`src/rtl/pinlet_pkg.sv`:
```
package pinlet_pkg;
  localparam int DATA_W   = 8;   // datapath and register width
  localparam int NUM_REGS = 16;
  localparam int REG_AW   = $clog2(NUM_REGS);
  localparam int INSTR_W  = 12;
  localparam int WIN_PINS = 8;
  localparam int PSEL_W   = $clog2(WIN_PINS);

  typedef enum logic [3:0] {
    OP_NOP  = 4'h0,
    OP_LDN  = 4'h1,
    OP_MOV  = 4'h2,
    OP_AND  = 4'h3,
    OP_OR   = 4'h4,
    OP_XOR  = 4'h5,
    OP_ANDN = 4'h6,
    OP_SHI  = 4'h7,
    OP_SHO  = 4'h8,
    OP_WIN  = 4'h9,
    OP_JMP  = 4'hA,
    OP_JZ   = 4'hB
  } opcode_e;

  typedef enum logic [1:0] {
    PH_IDLE   = 2'd0,
    PH_FETCH  = 2'd1,
    PH_EXEC   = 2'd2,
    PH_RESULT = 2'd3
  } phase_e;

  // strobes from control to datapath
  typedef struct packed {
    logic              capture;  // execute phase: form result
    logic              commit;   // result phase: write state
    logic [3:0]        op;
    logic [REG_AW-1:0] rd;
    logic [3:0]        fld;
  } strobe_t;
endpackage

```
`src/rtl/pinlet_imem.sv`:
```
module pinlet_imem #(
  parameter int ADDR_W = 8,
  parameter int WORD_W = 12
) (
  input  logic              clk,
  input  logic              we,
  input  logic [ADDR_W-1:0] addr,
  input  logic [WORD_W-1:0] wdata,
  output logic [WORD_W-1:0] rdata
);
  localparam int DEPTH = 2 ** ADDR_W;

  logic [WORD_W-1:0] mem [DEPTH];

  // single port: one address, write or registered read
  always_ff @(posedge clk) begin
    if (we) mem[addr] <= wdata;
    rdata <= mem[addr];
  end
endmodule

```
`src/rtl/pinlet_ctrl.sv`:
```
module pinlet_ctrl
  import pinlet_pkg::*;
#(
  parameter int PC_W = 8
) (
  input  logic               clk,
  input  logic               rstN,
  input  logic               run,
  input  logic               loadEn,
  input  logic [PC_W-1:0]    loadAddr,
  input  logic [INSTR_W-1:0] instr,
  input  logic               rdZero,
  output logic               memWe,
  output logic [PC_W-1:0]    memAddr,
  output strobe_t            strb,
  output phase_e             phase,
  output logic [PC_W-1:0]    pcQ
);
  logic            halted;
  logic            takeJump;
  logic [PC_W-1:0] jumpTarget;
  logic [3:0]      opField;

  assign halted  = (phase == PH_IDLE);
  assign memWe   = halted & loadEn;
  assign memAddr = halted ? loadAddr : pcQ;
  assign opField = instr[11:8];

  assign strb.capture = (phase == PH_EXEC);
  assign strb.commit  = (phase == PH_RESULT);
  assign strb.op      = opField;
  assign strb.rd      = instr[7:4];
  assign strb.fld     = instr[3:0];

  always_ff @(posedge clk or negedge rstN) begin
    if (!rstN) begin
      phase      <= PH_IDLE;
      pcQ        <= '0;
      takeJump   <= 1'b0;
      jumpTarget <= '0;
    end else begin
      unique case (phase)
        PH_IDLE:  if (run) phase <= PH_FETCH;
        PH_FETCH: phase <= PH_EXEC;
        PH_EXEC: begin
          phase      <= PH_RESULT;
          takeJump   <= (opField == OP_JMP) || ((opField == OP_JZ) && rdZero);
          jumpTarget <= (opField == OP_JMP) ? PC_W'(instr[7:0])
                                            : {pcQ[PC_W-1:4], instr[3:0]};
        end
        PH_RESULT: begin
          pcQ   <= takeJump ? jumpTarget : pcQ + 1'b1;
          phase <= run ? PH_FETCH : PH_IDLE;
        end
        default: phase <= PH_IDLE;
      endcase
    end
  end
endmodule

```
`src/rtl/pinlet_dpath.sv`:
```
module pinlet_dpath
  import pinlet_pkg::*;
#(
  parameter int PIN_COUNT = 64
) (
  input  logic                 clk,
  input  logic                 rstN,
  input  strobe_t              strb,
  input  logic [PIN_COUNT-1:0] pinIn,
  input  logic [PIN_COUNT-1:0] orIn,
  output logic [PIN_COUNT-1:0] orOut,
  output logic                 rdZero,
  output logic [$clog2(PIN_COUNT/WIN_PINS)-1:0] winBase,
  output logic [WIN_PINS-1:0]  outLatch
);
  localparam int GROUPS = PIN_COUNT / WIN_PINS;
  localparam int GRP_W  = $clog2(GROUPS);

  logic [DATA_W-1:0]    regs [NUM_REGS];
  logic [PIN_COUNT-1:0] syncA, syncB;
  logic [DATA_W-1:0]    resQ, rdVal, rsVal, aluNext;
  logic [PSEL_W-1:0]    pinSel;
  logic [GRP_W-1:0]     winNext;
  logic                 winPin, writesReg;
  logic [PIN_COUNT-1:0] contrib;

  assign rdVal   = regs[strb.rd];
  assign rsVal   = regs[strb.fld];
  assign rdZero  = (rdVal == '0);
  assign pinSel  = strb.fld[PSEL_W-1:0];
  assign winNext = strb.fld[GRP_W-1:0];
  assign winPin  = syncB[{winBase, pinSel}];

  always_comb begin
    writesReg = 1'b1;
    aluNext   = rdVal;
    case (strb.op)
      OP_LDN:  aluNext = {rdVal[3:0], strb.fld};
      OP_MOV:  aluNext = rsVal;
      OP_AND:  aluNext = rdVal & rsVal;
      OP_OR:   aluNext = rdVal | rsVal;
      OP_XOR:  aluNext = rdVal ^ rsVal;
      OP_ANDN: aluNext = rdVal & ~rsVal;
      OP_SHI:  aluNext = {rdVal[DATA_W-2:0], winPin};
      OP_SHO:  aluNext = {rdVal[DATA_W-2:0], 1'b0};
      default: writesReg = 1'b0;
    endcase
  end

  // two-flop synchronizer on the whole bank
  always_ff @(posedge clk or negedge rstN) begin
    if (!rstN) begin
      syncA <= '0;
      syncB <= '0;
    end else begin
      syncA <= pinIn;
      syncB <= syncA;
    end
  end

  always_ff @(posedge clk or negedge rstN) begin
    if (!rstN) begin
      for (int i = 0; i < NUM_REGS; i++) regs[i] <= '0;
      resQ     <= '0;
      winBase  <= '0;
      outLatch <= '0;
    end else begin
      if (strb.capture) resQ <= aluNext;
      if (strb.commit) begin
        if (writesReg) regs[strb.rd] <= resQ;
        if (strb.op == OP_SHO) outLatch[pinSel] <= rdVal[DATA_W-1];
        if (strb.op == OP_WIN && winNext != winBase) begin
          winBase  <= winNext;
          outLatch <= '0;
        end
      end
    end
  end

  for (genvar g = 0; g < GROUPS; g++) begin : gGrp
    assign contrib[g*WIN_PINS +: WIN_PINS] =
      (winBase == GRP_W'(g)) ? outLatch : '0;
  end

  assign orOut = orIn | contrib;
endmodule

```
`src/rtl/pinlet_core.sv`:
```
module pinlet_core
  import pinlet_pkg::*;
#(
  parameter int PIN_COUNT = 64,
  parameter int PC_W      = 8
) (
  input  logic                 clk,
  input  logic                 rstN,
  input  logic                 run,
  input  logic                 loadEn,
  input  logic [PC_W-1:0]      loadAddr,
  input  logic [INSTR_W-1:0]   loadData,
  input  logic [PIN_COUNT-1:0] pinIn,
  input  logic [PIN_COUNT-1:0] orIn,
  output logic [PIN_COUNT-1:0] orOut
);
  localparam int GRP_W = $clog2(PIN_COUNT / WIN_PINS);

  strobe_t            strb;
  phase_e             phase;
  logic [PC_W-1:0]    pcQ, memAddr;
  logic [INSTR_W-1:0] instr;
  logic               memWe, rdZero;
  logic [GRP_W-1:0]   winBase;
  logic [WIN_PINS-1:0] outLatch;

  pinlet_imem #(.ADDR_W(PC_W), .WORD_W(INSTR_W)) u_imem (
    .clk(clk), .we(memWe), .addr(memAddr), .wdata(loadData), .rdata(instr)
  );

  pinlet_ctrl #(.PC_W(PC_W)) u_ctrl (
    .clk(clk), .rstN(rstN), .run(run), .loadEn(loadEn), .loadAddr(loadAddr),
    .instr(instr), .rdZero(rdZero), .memWe(memWe), .memAddr(memAddr),
    .strb(strb), .phase(phase), .pcQ(pcQ)
  );

  pinlet_dpath #(.PIN_COUNT(PIN_COUNT)) u_dpath (
    .clk(clk), .rstN(rstN), .strb(strb), .pinIn(pinIn), .orIn(orIn),
    .orOut(orOut), .rdZero(rdZero), .winBase(winBase), .outLatch(outLatch)
  );
endmodule

```
`config.mk`:
```
export PLATFORM = sky130hd
export DESIGN_NAME = pinlet_core
export DESIGN_NICKNAME = d
export VERILOG_FILES = /design/src/rtl/pinlet_pkg.sv /design/src/rtl/pinlet_imem.sv /design/src/rtl/pinlet_ctrl.sv /design/src/rtl/pinlet_dpath.sv /design/src/rtl/pinlet_core.sv
export SDC_FILE = /design/constraint.sdc
export NUM_CORES = 2
export LEC_CHECK = 0
export ABC_AREA = 1
export BUFFER_PORTS_ARGS = -buffer_cell sky130_fd_sc_hd__buf_4
export CAP_MARGIN = 5
export CORE_MARGIN = 2
export CORE_UTILIZATION = 55
export CTS_CLUSTER_DIAMETER = 100
export DETAILED_ROUTE_END_ITERATION = 6
export PLACE_DENSITY_LB_ADDON = 0.3
export SYNTH_ARGS = -nofsm -noshare
export SYNTH_HDL_FRONTEND = slang
export SYNTH_SLANG_ARGS = --single-unit
```
`constraint.sdc`:
```
create_clock -name clk -period 4.05 [get_ports clk]
set_input_delay 0.405 -clock clk [delete_from_list [all_inputs] [get_ports clk]]
set_output_delay 0.405 -clock clk [all_outputs]
set_load 0.01 [all_outputs]
```
### After elaboration in Yosys (flattened, before gate mapping)

Memories as Yosys holds them, arrays and structs flattened. A register that Yosys moved wholly into a read port is not among the register bits.
Index checks and enable logic that the tools add are counted.

| word-level totals | value |
|---|---|
| register bits | 294 |
| latch bits | 0 |
| bits in writable memories | 3072 |
| bits in read-only memories | 0 |
| output and inout bits | 64 |
| memories | 1 |

Memory list:

| memory | words | width | read ports | clocked after memory_dff | write ports | RTL line | source |
|---|---|---|---|---|---|---|---|
| u_imem.mem | 256 | 12 | 1 | 1 | 1 | pinlet_imem.sv:13 | `logic [WORD_W-1:0] mem [DEPTH];` |

| cells by class | value |
|---|---|
| $add $sub $neg | 1 |
| multipliers | 0 |
| divide/modulo/power cells | 0 |
| $lt $le $gt $ge | 6 |
| equal/unequal tests | 23 |
| shifts and indexed selects | 0 |
| mux-type cells | 34 |
| bitwise gates (word level) | 9 |
| reduce and logical (&&, ||, !) cells | 13 |

Operators with widths:

| cell | count |
|---|---|
| 8-bit 2-to-1 mux | 18 |
| 128-bit bitwise mux | 1 |
| 8-bit binary-select mux with 4-bit select | 2 |
| 64-bit bitwise OR | 1 |
| 8-bit one-hot mux with 8 select lines | 1 |
| 8-bit demux with 4-bit select | 1 |
| 8-bit bitwise AND | 2 |
| 4-bit by 3-bit == test with 1-bit output, second input constant | 4 |
| 4-bit == test, second input constant | 4 |
| 3-bit == test, second input constant | 4 |
| 5-bit >= comparator, second input constant | 2 |
| 4-bit NOT with 5-bit output | 2 |
| 8-bit by 1-bit adder with 8-bit output, second input constant | 1 |
| 8-bit bitwise mux | 1 |
| 4-bit by 2-bit == test with 1-bit output, second input constant | 2 |
| 8-bit zero test | 1 |
| 8-bit NOT | 1 |
| 8-bit bitwise OR | 1 |
| 2-bit one-hot mux with 4 select lines | 1 |
| 8-bit OR reduction | 1 |
| 8-bit XOR | 1 |
| 6-bit by 7-bit less-than comparator with 1-bit output, second input constant | 1 |
| 1-bit binary-select mux with 6-bit select | 1 |
| 3-bit by 2-bit == test with 1-bit output, second input constant | 2 |
| 19 further kinds | 30 |

### Depth between registers and ports, before layout

| depth | value |
|---|---|
| depth after elaboration | 7 |
| depth in mapped cells | 20 |

### By module

From an unflattened synthesis, not the netlist that was laid out.

| unflattened totals | value |
|---|---|
| cell total of the unflattened synthesis | 13687 |
| area total of the unflattened synthesis | 141039.0 um^2 |

By module, submodules not included:

| module | instances | cells each | area each (um^2) | seq. area each (um^2) |
|---|---|---|---|---|
| pinlet_imem | 1 | 11843 | 126438.8 | 92488.7 |
| pinlet_dpath | 1 | 1665 | 13331.5 | 6881.6 |
| pinlet_ctrl | 1 | 179 | 1268.7 | 475.5 |

### Worst setup path after synthesis

No wires, ideal clock.

| timing | value |
|---|---|
| path kind | flip-flop to flip-flop |
| start point | register u_ctrl.phase[0] |
| end point | memory u_imem.mem[115][0] (enable) |
| arrival time | 2683 ps |
| required time | 3670 ps |
| setup slack | 987 ps |
| stages on the path, launching flop included | 13 |
| buffers on the path | 5 |
| path through | dfrtp_1 inv_1 ha_1 buf_4 nand2_4 nand2_2 buf_6 buf_2 buf_2 nor3_2 nand2_1 clkbuf_1 nor2_1 |

| on the way | value |
|---|---|
| longest elaborated chain between the ends | 4 |
| elaborated cells on any way between the ends | 5 |

Ends and longest elaborated chain:

| item | RTL line | source |
|---|---|---|
| start: declaration | pinlet_ctrl.sv:16 | `output phase_e phase,` |
| start signal: assignment | pinlet_ctrl.sv:53 | `phase <= run ? PH_FETCH : PH_IDLE;` |
| 2-bit zero test (*) | pinlet_ctrl.sv:24 | `assign halted = (phase == PH_IDLE);` |
| 1-bit bitwise AND | pinlet_ctrl.sv:25 | `assign memWe = halted & loadEn;` |
| 1-bit 2-to-1 mux | pinlet_imem.sv:17 | `if (we) mem[addr] <= wdata;` |
| 1-bit 2-to-1 mux (not written as such) | pinlet_imem.sv:17 |  |
| end: declaration | pinlet_imem.sv:13 |  |

Every way passes the cells marked *; elsewhere a longest branch is shown, timed or not.

### Worst setup path in the final report

| timing | value |
|---|---|
| start point | register u_ctrl.phase[1] |
| end point | register u_imem.rdata[3] (read register of u_imem.mem) |

| on the way | value |
|---|---|
| longest elaborated chain between the ends | 2 |

Ends and longest elaborated chain:

| item | RTL line | source |
|---|---|---|
| 2-bit zero test | pinlet_ctrl.sv:24 |  |
| 8-bit 2-to-1 mux | pinlet_ctrl.sv:26 | `assign memAddr = halted ? loadAddr : pcQ;` |
| end: declaration | pinlet_imem.sv:9 | `output logic [WORD_W-1:0] rdata` |

No other way between the ends.
A chain may end at the register's enable or synchronous reset.

==> results.sh <==
export IMPL_status="finished with violations"
export IMPL_violations="DRC"
export IMPL_place_ws_ps=-323
export IMPL_crit_top_cell="nand2_1"
export IMPL_syn2layout_area_growth_pct=14.9
export IMPL_syn_area_per_cell_um2=10.6
export IMPL_hold_viol_final=0
export IMPL_syn_area_um2=139000
export IMPL_initial_core_util=0.553
export IMPL_required_ps=4890
export IMPL_path_buf_inv=5
export IMPL_period_needed_ps=4020
export IMPL_max_clock_path_buffers=4
export IMPL_core_rowCount=184
export IMPL_ys_seq_elements=3378
export IMPL_drtIter0Drc=14356
export IMPL_dr_wl_met3_um=46200
export IMPL_met1_length_um=157000
export IMPL_worst_setup_path_type="reg -> reg"
export IMPL_cp_top_family="simple AND/OR/NAND/NOR gates"
export IMPL_powerDensity_nw_per_um2=758
export IMPL_die_area_um2=257000
export IMPL_drive_above_1_share=0.0972
export IMPL_fin_ws_ps=30.3
export IMPL_p_leak_nw=63.5
export IMPL_synth_cell_types=39
export IMPL_root_buffer="clkbuf_16"
export IMPL_hpwl_um=251000
export IMPL_wl_um=417000
export IMPL_drcViolationCount=2
export IMPL_vias_per_cell=5.80
export IMPL_setup_viol=0
export IMPL_grt_pass1_vias=96403
export IMPL_synth_nets=13260
export IMPL_crit_cells=20
export IMPL_detail_route_wl_per_cell_um=24.2
export IMPL_layout_cells_most_common="nand2_1"
export IMPL_cts_max_level=5
export IMPL_fp_coreArea_um2=251000
export IMPL_synth_enable_flop_cells=3072
export IMPL_portBuffers=215
export IMPL_postRouteAntennaNets=0
export IMPL_power_total_mw=121
export IMPL_rr_worst_depth=20
export IMPL_syn_instance_count=13095
export IMPL_cp_arrival_ps=4860
export IMPL_maxCapViolCount=0
export IMPL_ir_drop_mv=0.753
export IMPL_topRoutingLayerUsed="met5"
export IMPL_grt_setup_unrepaired="yes"
export IMPL_clkLatencyLatePin_ps=1000
export IMPL_cts_tree="yes"
export IMPL_grt_pass1_wl_um=612000
export IMPL_track_usage=0.320
export IMPL_pin_count=216
export IMPL_numClockSinks=3378
export IMPL_grt_ovfl_total=0
export IMPL_max_slew_margin_rel=0.180
export IMPL_final_cell_mix="nand2_1, edfxtp_1, nor2_1"
export IMPL_antenna_found_initial=19
export IMPL_critPathLaunchType="flop"
export IMPL_tightest_slew_ps=1230
export IMPL_cts_reportedPaths_clkPinSlew_ps=60
export IMPL_vias=100177
export IMPL_clock_fmax_mhz=249
export IMPL_synth_seq_area_share=0.718
export IMPL_final_cell_count_no_fill=17261
export IMPL_crit_path_cell_trace="inv_1, ha_1, buf_4, inv_2, nand2_2, nand2_8, buf_12, buf_12, nand2_1, nand2_1, nand2_1, nand2_1, nand2_1, nand2_1, o21ai_0, nand2_1, nor2_1, nor2_1, nor2_1, nand2_1"
export IMPL_die_x_um=507
export IMPL_max_stage_delay_ps=690
export IMPL_slowest_stage="o21ai_0"
export IMPL_crit_path_max_fanout=80
export IMPL_yosysWarningCount=0
export IMPL_endpoint_kind="flop"
export IMPL_finalNetCount=13807
export IMPL_clock_skew_ps=79.2
export IMPL_async_reset_ff_frac=0.0870
export IMPL_hold_path_class="in -> async"
export IMPL_dr_pass1_iters=7
export IMPL_report_final_slew_viol_count=0
export IMPL_place_inst=16553
export IMPL_chipHeight_um=507
export IMPL_numCtsBuffers=356
export IMPL_grt_max_degree=120
export IMPL_gp_congestion=0.955
export IMPL_fin_crit_sh=0.993
export IMPL_synthFlopType="edfxtp_1"
export IMPL_met2_length_um=192000
==> kinds of logic (layout without fill, tap and decap cells) <==
| logic type | Yosys count | count (layout) | synth area share |
|---|---|---|---|
| flip-flops | 3378 | 3378 | 0.718 |
| AO/OA/AOI/OAI | 549 | 549 | 0.0224 |
| AND/OR/NAND/NOR | 8327 | 8329 | 0.232 |
| buffers and inverters | 823 | 1630 | 0.0253 |
| XOR/XNOR | 5 | 5 | 0.000315 |
| other | 0 | 9 | 0 |
| adder cells (fa/ha/maj) | 13 | 13 | 0.00117 |
==> flip-flops by register name, summed over array words and instances (netlist names) <==
name and cells:
u_dpath.winBase 3, u_ctrl.phase 2, u_ctrl.takeJump 1, u_dpath.resQ 8, u_imem.rdata 12, u_dpath.syncB 64, u_ctrl.pcQ 8, u_dpath.outLatch 8
u_dpath.regs 128, u_dpath.syncA 64, u_ctrl.jumpTarget 8, u_imem.mem 3072
==> per-stage QoR <==
step | TNS [ps] | utilization | instance area [µm²] | hold slack (ps)
after floorplan | 0 | - | 139000 | 109
after global placement | -256 | 0.588 | 148000 | 332
after detailed placement | -413 | 0.588 | 148000 | 335
after CTS | 0 | 0.634 | 159000 | 4.92
after global routing | -314 | 0.635 | 160000 | 32.5
final | 0 | 0.635 | 160000 | 33.9
==> worst paths after layout <==
path,startpoint,end,slack [ps]
max,u_ctrl.phase[1]$_DFFE_PN0P_,u_imem.rdata[3]$_DFF_P_,30
min,rstN,u_dpath.regs[83]$_DFFE_PN0P_,30
max reg2reg,u_ctrl.phase[1]$_DFFE_PN0P_,u_imem.rdata[3]$_DFF_P_,30
min reg2reg,u_dpath.syncA[18]$_DFF_PN0_,u_dpath.syncB[18]$_DFF_PN0_,340
max in group asynchronous,rstN,u_dpath.syncB[22]$_DFF_PN0_,2910
min in group clk,loadData[7],u_imem.mem[134][7]$_DFFE_PP_,50
==> synth_stat cells, types with 29 or more instances <==
| master | n | area [µm²] |
|---|---|---|
| nand3_1 | 631 | 3160 |
| buf_2 | 305 | 1530 |
| dfrtp_1 | 294 | 7360 |
| buf_1 | 40 | 150 |
| inv_1 | 150 | 563 |
| o21ai_0 | 324 | 1620 |
| nor2_1 | 757 | 2840 |
| o22ai_1 | 29 | 181 |
| a21oi_1 | 62 | 310 |
| nand2_1 | 6851 | 25700 |
| nand4_1 | 51 | 319 |
| edfxtp_1 | 3072 | 92200 |
| clkbuf_1 | 312 | 1170 |
| a22oi_1 | 35 | 263 |
| o21bai_1 | 66 | 495 |
==> layout make-up <==
| cell class | instances | area (µm²) |
|---|---|---|
| antenna | 9 | 22.5 |
| clock buffer | 447 | 9420 |
| clock inverter | 173 | 1500 |
| fill | 18993 | 91800 |
| inverter | 157 | 597 |
| multi-input combinational | 8896 | 35900 |
| sequential | 3378 | 99800 |
| tap | 3348 | 4190 |
| timing repair buffer | 853 | 8150 |
==> per-layer routing <==
layer,track usage,vias to the layer above
met3,0.0628,1063
met1,0.434,48384
li1,-,44544
met2,0.499,6170
met4,0.154,16
met5,0,-
==> report_power, final <==
group / internal, mW / switching (mW) / total [mW]
Sequential: 39.0 / 0.809 / 39.8
Clock: 18.0 / 13.2 / 31.2
Combinational: 13.8 / 36.2 / 50.0
==> what timing repair did <==
item	4_1_cts	5_1_grt
gates cloned	0	3
setup endpoints to repair	4	305
endpoints found under the hold margin	376	0
resized for setup	5	47
buffers inserted	0	1
pin swaps	0	4
hold buffers	75	0
Power figures use the tool's default switching activity.
